## src/rtl/gpio_evt_pkg.sv

```systemverilog
package gpio_evt_pkg;
  localparam int unsigned REG_AW = 3;

  localparam logic [REG_AW-1:0] RA_DOUT   = 3'd0;
  localparam logic [REG_AW-1:0] RA_DIN    = 3'd1;
  localparam logic [REG_AW-1:0] RA_DIR    = 3'd2;
  localparam logic [REG_AW-1:0] RA_CTRL   = 3'd3;
  localparam logic [REG_AW-1:0] RA_EVMODE = 3'd4;
  localparam logic [REG_AW-1:0] RA_ISTAT  = 3'd5;
  localparam logic [REG_AW-1:0] RA_IMASK  = 3'd6;

  localparam int unsigned CTRL_CLKEN_BIT = 5;
  localparam int unsigned NSRC     = 2;
  localparam int unsigned SRC_KBD  = 0;
  localparam int unsigned SRC_GPIO = 1;
endpackage

```

## src/rtl/gpio_evt_sync.sv

```systemverilog
module gpio_evt_sync #(
  parameter int unsigned W      = 16,
  parameter int unsigned STAGES = 2
) (
  input  logic         clk,
  input  logic         rst_n,
  input  logic [W-1:0] d,
  output logic [W-1:0] q
);
  logic [W-1:0] stage_q [STAGES];

  for (genvar s = 0; s < STAGES; s++) begin : g_stage
    if (s == 0) begin : g_first
      always_ff @(posedge clk or negedge rst_n) begin
        if (!rst_n) stage_q[s] <= '0;
        else        stage_q[s] <= d;
      end
    end else begin : g_next
      always_ff @(posedge clk or negedge rst_n) begin
        if (!rst_n) stage_q[s] <= '0;
        else        stage_q[s] <= stage_q[s-1];
      end
    end
  end

  assign q = stage_q[STAGES-1];
endmodule

```

## src/rtl/gpio_evt_regs.sv

```systemverilog
module gpio_evt_regs
  import gpio_evt_pkg::*;
#(
  parameter int unsigned W     = 16,
  parameter int unsigned IDX_W = $clog2(W)
) (
  input  logic              clk,
  input  logic              rst_n,
  input  logic              bus_sel,
  input  logic              bus_wr,
  input  logic [REG_AW-1:0] bus_addr,
  input  logic [W-1:0]      bus_wdata,
  output logic [W-1:0]      bus_rdata,
  input  logic [W-1:0]      samp,
  input  logic [NSRC-1:0]   istat,
  output logic [W-1:0]      dout,
  output logic [W-1:0]      dir,
  output logic              clk_en,
  output logic              ev_en,
  output logic [IDX_W-1:0]  ev_idx,
  output logic              ev_pol,
  output logic [NSRC-1:0]   imask,
  output logic              rd_clr
);
  localparam int unsigned EVW = IDX_W + 2;

  logic [W-1:0]    dout_q, dout_d;
  logic [W-1:0]    dir_q, dir_d;
  logic            clken_q, clken_d;
  logic [EVW-1:0]  ev_q, ev_d;
  logic [NSRC-1:0] imask_q, imask_d;
  logic            wr_stb, rd_stb;

  assign wr_stb = bus_sel && bus_wr;
  assign rd_stb = bus_sel && !bus_wr;

  always_comb begin
    dout_d  = dout_q;
    dir_d   = dir_q;
    clken_d = clken_q;
    ev_d    = ev_q;
    imask_d = imask_q;
    if (wr_stb) begin
      case (bus_addr)
        RA_DOUT:   dout_d  = bus_wdata;
        RA_DIR:    dir_d   = bus_wdata;
        RA_CTRL:   clken_d = bus_wdata[CTRL_CLKEN_BIT];
        RA_EVMODE: ev_d    = bus_wdata[EVW-1:0];
        RA_IMASK:  imask_d = bus_wdata[NSRC-1:0];
        default:   ;
      endcase
    end
  end

  always_ff @(posedge clk or negedge rst_n) begin
    if (!rst_n) begin
      dout_q  <= '0;
      dir_q   <= '1;
      clken_q <= 1'b0;
      ev_q    <= '0;
      imask_q <= '1;
    end else begin
      dout_q  <= dout_d;
      dir_q   <= dir_d;
      clken_q <= clken_d;
      ev_q    <= ev_d;
      imask_q <= imask_d;
    end
  end

  always_comb begin
    bus_rdata = '0;
    if (rd_stb) begin
      case (bus_addr)
        RA_DOUT:   bus_rdata = dout_q;
        RA_DIN:    bus_rdata = (dir_q & samp) | (~dir_q & dout_q);
        RA_DIR:    bus_rdata = dir_q;
        RA_CTRL:   bus_rdata[CTRL_CLKEN_BIT] = clken_q;
        RA_EVMODE: bus_rdata[EVW-1:0] = ev_q;
        RA_ISTAT:  bus_rdata[NSRC-1:0] = istat;
        RA_IMASK:  bus_rdata[NSRC-1:0] = imask_q;
        default:   bus_rdata = '0;
      endcase
    end
  end

  assign rd_clr = rd_stb && (bus_addr == RA_ISTAT);
  assign dout   = dout_q;
  assign dir    = dir_q;
  assign clk_en = clken_q;
  assign ev_en  = ev_q[0];
  assign ev_idx = ev_q[IDX_W:1];
  assign ev_pol = ev_q[IDX_W+1];
  assign imask  = imask_q;

  AST_EVMODE_WRITE: assert property (@(posedge clk) disable iff (!rst_n)
    (wr_stb && bus_addr == RA_EVMODE) |=>
      (ev_en == $past(bus_wdata[0]) && ev_pol == $past(bus_wdata[IDX_W+1])));
endmodule

```

## src/rtl/gpio_evt_detect.sv

```systemverilog
module gpio_evt_detect
  import gpio_evt_pkg::*;
#(
  parameter int unsigned W     = 16,
  parameter int unsigned IDX_W = $clog2(W)
) (
  input  logic             clk,
  input  logic             rst_n,
  input  logic             clk_en,
  input  logic [W-1:0]     sync_pins,
  input  logic             ev_en,
  input  logic [IDX_W-1:0] ev_idx,
  input  logic             ev_pol,
  input  logic             kbd_req,
  input  logic             rd_clr,
  input  logic [NSRC-1:0]  imask,
  output logic [W-1:0]     samp,
  output logic [NSRC-1:0]  istat,
  output logic             irq
);
  logic [W-1:0] samp_q, samp_d;
  logic         gstat_q, gstat_d;
  logic         kstat_q;
  logic         cur_lvl, old_lvl, evt;

  assign cur_lvl = sync_pins[ev_idx];
  assign old_lvl = samp_q[ev_idx];
  assign evt     = clk_en && ev_en && (cur_lvl != old_lvl) && (cur_lvl == ev_pol);

  always_comb begin
    samp_d = clk_en ? sync_pins : samp_q;
    if (evt)         gstat_d = 1'b1;
    else if (rd_clr) gstat_d = 1'b0;
    else             gstat_d = gstat_q;
  end

  always_ff @(posedge clk or negedge rst_n) begin
    if (!rst_n) begin
      samp_q  <= '0;
      gstat_q <= 1'b0;
      kstat_q <= 1'b0;
    end else begin
      samp_q  <= samp_d;
      gstat_q <= gstat_d;
      kstat_q <= kbd_req;
    end
  end

  always_comb begin
    istat           = '0;
    istat[SRC_KBD]  = kstat_q;
    istat[SRC_GPIO] = gstat_q;
  end

  assign samp = samp_q;
  assign irq  = |(istat & ~imask);

  AST_FROZEN_SAMPLE: assert property (@(posedge clk) disable iff (!rst_n)
    !clk_en |=> $stable(samp_q));
  AST_STICKY_STATUS: assert property (@(posedge clk) disable iff (!rst_n)
    (gstat_q && !rd_clr) |=> gstat_q);
  AST_READ_CLEARS: assert property (@(posedge clk) disable iff (!rst_n)
    (rd_clr && !evt) |=> !gstat_q);
  AST_EVENT_WINS: assert property (@(posedge clk) disable iff (!rst_n)
    (evt && rd_clr) |=> gstat_q);
  AST_NO_EVT_DISABLED: assert property (@(posedge clk) disable iff (!rst_n)
    (!ev_en && !gstat_q) |=> !gstat_q);
endmodule

```

## src/rtl/gpio_evt_port.sv

```systemverilog
module gpio_evt_port
  import gpio_evt_pkg::*;
#(
  parameter int unsigned NPINS       = 16,
  parameter int unsigned SYNC_STAGES = 2
) (
  input  logic              clk_i,
  input  logic              rst_ni,
  input  logic              bus_sel_i,
  input  logic              bus_wr_i,
  input  logic [REG_AW-1:0] bus_addr_i,
  input  logic [NPINS-1:0]  bus_wdata_i,
  output logic [NPINS-1:0]  bus_rdata_o,
  input  logic [NPINS-1:0]  pin_i,
  output logic [NPINS-1:0]  pin_o,
  output logic [NPINS-1:0]  pin_oe_o,
  input  logic              kbd_req_i,
  output logic              irq_o
);
  localparam int unsigned IDX_W = $clog2(NPINS);

  logic [1:0]       rst_pipe_q;
  logic             rst_n;
  logic [NPINS-1:0] sync_pins, samp, dout, dir;
  logic [NSRC-1:0]  istat, imask;
  logic             clk_en, ev_en, ev_pol, rd_clr;
  logic [IDX_W-1:0] ev_idx;

  always_ff @(posedge clk_i or negedge rst_ni) begin
    if (!rst_ni) rst_pipe_q <= 2'b00;
    else         rst_pipe_q <= {rst_pipe_q[0], 1'b1};
  end
  assign rst_n = rst_pipe_q[1];

  gpio_evt_sync #(.W(NPINS), .STAGES(SYNC_STAGES)) u_sync (
    .clk(clk_i), .rst_n(rst_n), .d(pin_i), .q(sync_pins)
  );

  gpio_evt_regs #(.W(NPINS), .IDX_W(IDX_W)) u_regs (
    .clk(clk_i), .rst_n(rst_n),
    .bus_sel(bus_sel_i), .bus_wr(bus_wr_i), .bus_addr(bus_addr_i),
    .bus_wdata(bus_wdata_i), .bus_rdata(bus_rdata_o),
    .samp(samp), .istat(istat),
    .dout(dout), .dir(dir), .clk_en(clk_en),
    .ev_en(ev_en), .ev_idx(ev_idx), .ev_pol(ev_pol),
    .imask(imask), .rd_clr(rd_clr)
  );

  gpio_evt_detect #(.W(NPINS), .IDX_W(IDX_W)) u_detect (
    .clk(clk_i), .rst_n(rst_n), .clk_en(clk_en),
    .sync_pins(sync_pins), .ev_en(ev_en), .ev_idx(ev_idx), .ev_pol(ev_pol),
    .kbd_req(kbd_req_i), .rd_clr(rd_clr), .imask(imask),
    .samp(samp), .istat(istat), .irq(irq_o)
  );

  assign pin_o    = dout;
  assign pin_oe_o = ~dir;

  AST_OE_FOLLOWS_DIR: assert property (@(posedge clk_i) disable iff (!rst_n)
    (bus_sel_i && bus_wr_i && bus_addr_i == RA_DIR) |=> (pin_oe_o == ~$past(bus_wdata_i)));
  AST_ALL_MASKED_QUIET: assert property (@(posedge clk_i) disable iff (!rst_n)
    (&imask) |-> !irq_o);
endmodule

```

## config.mk

```make
export PLATFORM = sky130hd
export DESIGN_NAME = gpio_evt_port
export DESIGN_NICKNAME = d
export VERILOG_FILES = /design/src/rtl/gpio_evt_pkg.sv /design/src/rtl/gpio_evt_sync.sv /design/src/rtl/gpio_evt_regs.sv /design/src/rtl/gpio_evt_detect.sv /design/src/rtl/gpio_evt_port.sv
export SDC_FILE = /design/constraint.sdc
export NUM_CORES = 1
export LEC_CHECK = 0
export ABC_AREA = 1
export BUFFER_PORTS_ARGS = -buffer_cell sky130_fd_sc_hd__buf_2
export CAP_MARGIN = 10
export CORE_UTILIZATION = 50
export CTS_BUF_LIST = sky130_fd_sc_hd__clkbuf_16
export CTS_CLUSTER_DIAMETER = 40
export CTS_CLUSTER_SIZE = 20
export DETAILED_ROUTE_END_ITERATION = 8
export PLACE_DENSITY_LB_ADDON = 0.12
export SETUP_SLACK_MARGIN = 0.5
export SYNTH_ARGS = -nofsm -noshare
export SYNTH_HDL_FRONTEND = slang
export SYNTH_SLANG_ARGS = --single-unit
```

## constraint.sdc

```tcl
create_clock -name clk_i -period 3.05 [get_ports clk_i]
set_input_delay 0.1525 -clock clk_i [delete_from_list [all_inputs] [get_ports clk_i]]
set_output_delay 0.1525 -clock clk_i [all_outputs]
set_load 0.01 [all_outputs]
```

==> results of run 1 <==
-- cells in the final DEF, fill, tap and decap left out --
cell	n
nand2_1	129
buf_2	88
inv_1	82
dfrtp_1	74
o21ai_0	71
nand3_1	28
dlygate4sd3_1	18
dfstp_2	18
a32o_1	10
nor2_1	9
clkbuf_16	9
inv_2	6
a21oi_1	6
o21ai_1	4
o211ai_1	4
o22ai_1	3
a31oi_1	3
buf_4	3
nand3_2	2
nor2_4	2
clkinv_1	2
a211oi_1	2
nor3_1	2
inv_6	2
nand2_2	1
a22oi_1	1
nor4_1	1
clkinv_2	1
bufinv_16	1
clkinvlp_4	1
conb_1	1
dfrtp_4	1
-- critical path: stages, from the launching register on --
cell	delay, ns
dfrtp_1	0.54
clkinv_1	0.34
o22ai_1	0.25
a21oi_1	0.08
nor2_1	0.12
buf_2	0.15
-- flip-flops by register name, indices dropped and copies added, names as in the netlist --
register          cells
u_regs.clk_en         1
u_sync.q             16
u_regs.dout          16
u_regs.dir           16
u_detect.samp        16
rst_pipe_q            2
u_detect.gstat_q      1
u_regs.imask          2
u_regs.ev_q           6
u_sync.stage_q       16
u_detect.kstat_q      1
-- final timing paths --
check	startpoint	to	slack (ns)	cells after the start
worst max-delay path	u_regs.ev_q[2]$_DFFE_PN0P_	bus_rdata_o[2]	1.10	5
worst min register to register	u_sync.stage_q[23]$_DFF_PN0_	u_sync.q[7]$_DFF_PN0_	0.35	0
worst min-delay path	bus_wdata_i[8]	u_regs.dir[8]$_DFFE_PN1P_	0.05	3
worst max register to register	u_regs.ev_q[2]$_DFFE_PN0P_	u_detect.gstat_q$_DFFE_PN0P_	1.38	9
min in group asynchronous	rst_ni	rst_pipe_q[1]$_DFF_PN0_	0.12	2
max in group asynchronous	rst_pipe_q[1]$_DFF_PN0_	u_regs.dir[4]$_DFFE_PN1P_	1.73	1
-- final cells by class --
class                      count  share of cell area
clock buffer                   9              0.0444
clock inverter                 6              0.0126
inverter                      89              0.0659
multi-input combinational    279               0.261
sequential                    93               0.464
tap                          102              0.0252
timing repair buffer         109               0.127
-- per-layer routing --
metal / GRT usage / wire, um / up-vias / part of all wire
met5: 0 / 0 / - / 0
met4: 0.0951 / 152 / 0 / 0.016
met3: 0.0361 / 409 / 14 / 0.044
met2: 0.386 / 4560 / 90 / 0.49
met1: 0.304 / 4220 / 1624 / 0.45
li1: - / - / 1716 / -
-- logic make-up after synthesis --
logic type,synth area share
and+or+nand+nor,0.176
DFF,0.573
other,0.000914
AOI/OAI and AO/OA,0.145
buffers and inverters,0.105
-- power by group through the flow --
stage,Combinational [mW],Clock [mW],Sequential (mW)
finish,0.723,1.09,1.66
global route,0.831,1.15,1.69
CTS,0.726,1.11,1.66
detailed placement,0.705,0,1.68
global placement,0.687,0,1.68
floorplan,0.474,0,1.63
-- timing repair --
| action | 4_1_cts | 5_1_grt |
|---|---|---|
| hold buffers | 18 | 0 |
| setup endpoints to repair | 0 | 0 |
| endpoints found under the hold margin | 19 | 0 |
| gates resized for setup | 0 | 0 |
| buffers inserted | 0 | 0 |
==> results.md, run 1 <==
- Pint: 2.40 mW
- Area share of the largest cell type after synthesis: 0.457
- Sequential power share: 0.478
- Detail Route Antenna Nets: 0
- Max_cap viols: 0
- Total GRT Usage: 0.232
- Initial DRC count: 171
- Global-route wire length before repair: 15.3 mm
- Main synth FF type: dfrtp_1
- RSZ-0062 raised after global routing: no
- Syn-to-layout area delta: 23.6%
- Pin count of the biggest net entering global routing: 89
- CTS root buffer: clkbuf_16
- Hold WC Path Type: primary input to flip-flop
- Clock power frac: 0.314
- Pre-antenna DRT Iters: 4
- Final Wtd Congestion: 0.865
- Sw Pwr: 1.08 mW
- Final period util: 0.638
- Worst setup EP type: output pin
- Synthesized cell area: 4100 um2
- Dominant cells by area after synthesis: dfrtp_1 (46%), nand2_1 (12%), dfstp_2 (12%), o21ai_0 (8.7%), inv_1 (7.4%)
- Switch share: 0.311
- Clock Sinks: 93
- Worst setup path class: flip-flop to output pin
- Initial Util: 0.523
- DP Area: 4600 um2
- Startpoint Class: flip-flop
- Final TNS setup: 0 ns
- Synth cell count leaders: nand2_1 (129), inv_1 (81), dfrtp_1 (75), o21ai_0 (71), nand3_1 (28)
- Synth warn: 0
- Vias in the first global route: 3335
- Finished layout cell area: 5070 um2
- Register area share after synthesis: 0.573
- Worst slack, placed: 1.16 ns
- Min Clock Period, post-route: 1.95 ns
- Placed cells: 654
- Netlist cell types: 26
- Clock Skew: 0.00478 ns
- Final hold slack: 0.0491 ns
- Layout cells sized above 1: 0.231
- WL final: 9.34 mm
- Area of the die: 8570 um2
- EDFF count, synth: 0
- Finished Layout Cells: 687
- Post-DP HPWL: 6.47 mm
- Worst skew pair latency: 0.33 ns
- Leak: 2.67 nW
- Drc violations: 0
- Count of final hold-check violations: 0
- Max clock buf depth: 2
- Worst-Margin Slew: 1.09 ns
- Post-layout net count: 621
- Die Wd: 92.6 um
- Wire per inst: 13.6 um
- Core area: 7850 um2
- Worst setup margin: 1.10 ns
- Arr. time, crit path: 1.79 ns
- Ys async rst share: 1.00
- Final Max Slew Viols: 0
- Synthesized net count: 520
- Chip Height: 92.6 um
- # rows: 32
- Status: finished clean
- Multi-input gate area: 1320 um2
- CTS tree: built
- H-tree depth: 3
- #FFs+latches synth: 93
- Ant. Diodes: 0
- # setup viols final: 0
- Layout fillers: 683
- Power per cell area: 686 nW/um2
- Port bufs: 88
- Seq. cell area: 2350 um2
- Initial antenna violation count: 0
- Required @ worst endpoint: 2.90 ns
- CP max FO: 10
- Fmax: 0.514 GHz
- Top-count cell post-synth: nand2_1
- I/O Pins: 89
- Clock slew at reported path FFs: 0.06 ns
- Syn Area/Cell: 8.55 um2
- Synth area leader: dfrtp_1
- CTS Buf Count: 9
- Gr ovfl total: 0
- Cells after Synth: 480
- Final Util: 0.646
- Slew HR: 0.275
- Peak VDD IR: 0.406 mV
- Via count: 3444
- Power Total: 3.48 mW
- Logic gate share of total power: 0.208
- Avg Vias per Cell: 5.01
Power figures use the tool's default switching activity.
==> run 2, diff against run 1 <==
Settings changed: ABC_AREA 1 to 0, CORE_UTILIZATION 50 to 49.
Clock period 3.05 ns to 1.72 ns, I/O delays scaled along.
==> results.md, run 2 <==
- Sequential power share: 0.453
- Area share of the largest cell type after synthesis: 0.457
- Final Max Slew Viols: 0
- Crit path cell chain: buf_6 -> mux4_2 -> a22oi_1 -> nand3_1 -> nor3_2 -> nand3b_1
- Sw Pwr: 2.13 mW
- Layout fillers: 615
- Die Wd: 93.6 um
- WP buf/inv: 1
- Ant. Diodes: 0
- Crit-path slowest cell: mux4_2
- Critical Path Start: u_regs.ev_q[1]$_DFFE_PN0P_
- Hold WC Path Type: primary input to flip-flop
- Fmax: 0.601 GHz
- Initial DRC count: 117
- #FFs+latches synth: 93
- Avg Vias per Cell: 5.30
- Clock slew at reported path FFs: 0.07 ns
- Pre-antenna DRT Iters: 4
- Worst setup margin: 0.0574 ns
- Slowest stage delay, CP: 0.48 ns
- Synthesized cell area: 4110 um2
- Wire per inst: 15.7 um
- Reg-to-reg startpoint: u_regs.ev_q[1]$_DFFE_PN0P_
- Final period util: 0.967
- Required @ worst endpoint: 2.00 ns
- WL final: 9.41 mm
- Core area: 8180 um2
- Hold path start: bus_wdata_i[5]
- Startpoint Class: flip-flop
- Power per cell area: 1210 nW/um2
- Top Usage Layer GRT: met2
- Drc violations: 0
- Count of final hold-check violations: 0
- Synth cell count leaders: dfrtp_1 (75), nand2_1 (41), mux2_2 (31), o21ai_0 (31), inv_1 (26)
- Max clock buf depth: 2
- Total GRT Usage: 0.226
- EDFF count, synth: 0
- Grt met2 use: 0.345
- Leak: 2.53 nW
- Initial antenna violation count: 0
- Most frequent cells in the layout: buf_2 (87), dfrtp_1 (73), nand2_1 (40), dlygate4sd3_1 (33)
- Seq. cell area: 2350 um2
- Netlist cell types: 41
- Clock Skew: 0.00479 ns
- Detail Route Antenna Nets: 0
- Register area share after synthesis: 0.572
- Switch share: 0.314
- Clock power frac: 0.290
- Clock Sinks: 93
- CP top delay family: multiplexers
- Main synth FF type: dfrtp_1
- Multi-input gate area: 1720 um2
- I/O Pins: 89
- Max_cap viols: 0
- Commonest non-fill, non-tap cell in the layout: buf_2
- Synthesized net count: 398
- Syn Area/Cell: 11.5 um2
- Syn-to-layout area delta: 36.5%
- Placed cells: 545
- Min Clock Period, post-route: 1.66 ns
- Final TNS setup: 0 ns
- Final hold slack: 0.0208 ns
- CTS tree: built
- Gr ovfl total: 0
- GR Layer Usage met3: 0.0350
- Final Wtd Congestion: 0.838
- Top-count cell post-synth: dfrtp_1
- Global-route wire length before repair: 15.1 mm
- Arr. time, crit path: 1.94 ns
- CTS Buf Count: 9
- Worst skew pair latency: 0.34 ns
- Ys async rst share: 1.00
- Worst setup EP type: flip-flop
- Chip Height: 93.6 um
- Pint: 4.65 mW
- Logic gate share of total power: 0.257
- Via count: 3188
- Area of the die: 8760 um2
- Met1 usage: 0.332
- Finished Layout Cells: 601
- Synth warn: 0
- Port bufs: 88
- CP max FO: 4
- RSZ-0062 raised after global routing: yes
- # setup viols final: 0
- Worst setup path class: flip-flop to flip-flop
- Vias in the first global route: 3022
- Status: finished clean
- Peak VDD IR: 0.716 mV
- Power Total: 6.78 mW
- Setup slack, reg-to-reg: 0.06 ns
- # rows: 33
- H-tree depth: 3
- Synth area leader: dfrtp_1
- CTS root buffer: clkbuf_16
- Dominant cells by area after synthesis: dfrtp_1 (46%), dfstp_2 (12%), mux2_2 (8.5%), o21ai_0 (3.8%), nand2_1 (3.7%)
- Worst slack, placed: 0.0575 ns
- Pin count of the biggest net entering global routing: 92
- Layout cells sized above 1: 0.456
- Post-layout net count: 531
- Cells after Synth: 358
- Initial Util: 0.503
- Post-DP HPWL: 6.21 mm
## run 2: cell types whose count changed after synthesis, sizes merged, moves of 7 or more
cell	change
nand2	-89
a21oi	+13
mux2i	+9
inv	-61
mux2	+33
nor2	+7
a32o	-10
and3	+7
nand3	-24
mux4	+8
o21ai	-44
## run 2: final cells by class
class	instances	area share
clock buffer	9	0.0402
clock inverter	7	0.0143
timing repair buffer	144	0.178
tap	105	0.0234
sequential	93	0.420
inverter	26	0.0174
multi-input combinational	217	0.307
## run 2: worst register-to-register path, stage by stage (launching register included)
cell,delay (ns)
dfrtp_1,0.37
buf_6,0.12
mux4_2,0.48
a22oi_1,0.22
nand3_1,0.14
nor3_2,0.15
nand3b_1,0.11
## run 2: repair_timing
item / CTS / global route
gates resized for setup: 21 / 34
hold buffers: 33 / 0
pin swaps: 16 / 8
gates cloned: 0 / 0
hold endpoints to repair: 43 / 0
setup buffers: 5 / 2
endpoints found under the setup margin: 17 / 20
## run 2: through the flow
step,utilization,instance area (um2)
finish,0.686,5610
floorplan,-,4180
global route,0.686,5610
detailed placement,0.583,4770
global placement,0.583,4770
CTS,0.666,5450
## run 2: routing by layer
layer  vias to the layer above  share of wire
met3                        15          0.040
met2                        85           0.46
li1                       1516              -
met4                         0          0.015
met1                      1572           0.48
met5                         -              0
## run 2: final timing paths
path                                                     end  cells after the start
worst max-delay path            u_detect.gstat_q$_DFFE_PN0P_                      6
max in group asynchronous          u_regs.dir[3]$_DFFE_PN1P_                      1
worst min register to register         u_sync.q[3]$_DFF_PN0_                      0
min in group asynchronous            rst_pipe_q[1]$_DFF_PN0_                      2
worst max register to register  u_detect.gstat_q$_DFFE_PN0P_                      6
worst min-delay path               u_regs.dir[5]$_DFFE_PN1P_                      3
## run 2: cells by family after synthesis
logic type | count (synthesis) | synth area share
AO/OA/AOI/OAI | 77 | 0.116
buffers and inverters | 48 | 0.0487
flip-flops | 93 | 0.572
multiplexers | 50 | 0.160
other | 1 | 0.000913
AND/OR/NAND/NOR | 89 | 0.103
## run 2: power groups by stage
stage          registers (mW)  clock network, mW  logic [mW]
4_1_cts                  3.04               2.00        1.61
3_3_place_gp             3.05                  0        1.45
2_1_floorplan            2.99                  0       0.998
5_1_grt                  3.13               2.10        1.91
3_5_place_dp             3.07                  0        1.48
6_report                 3.07               1.97        1.74
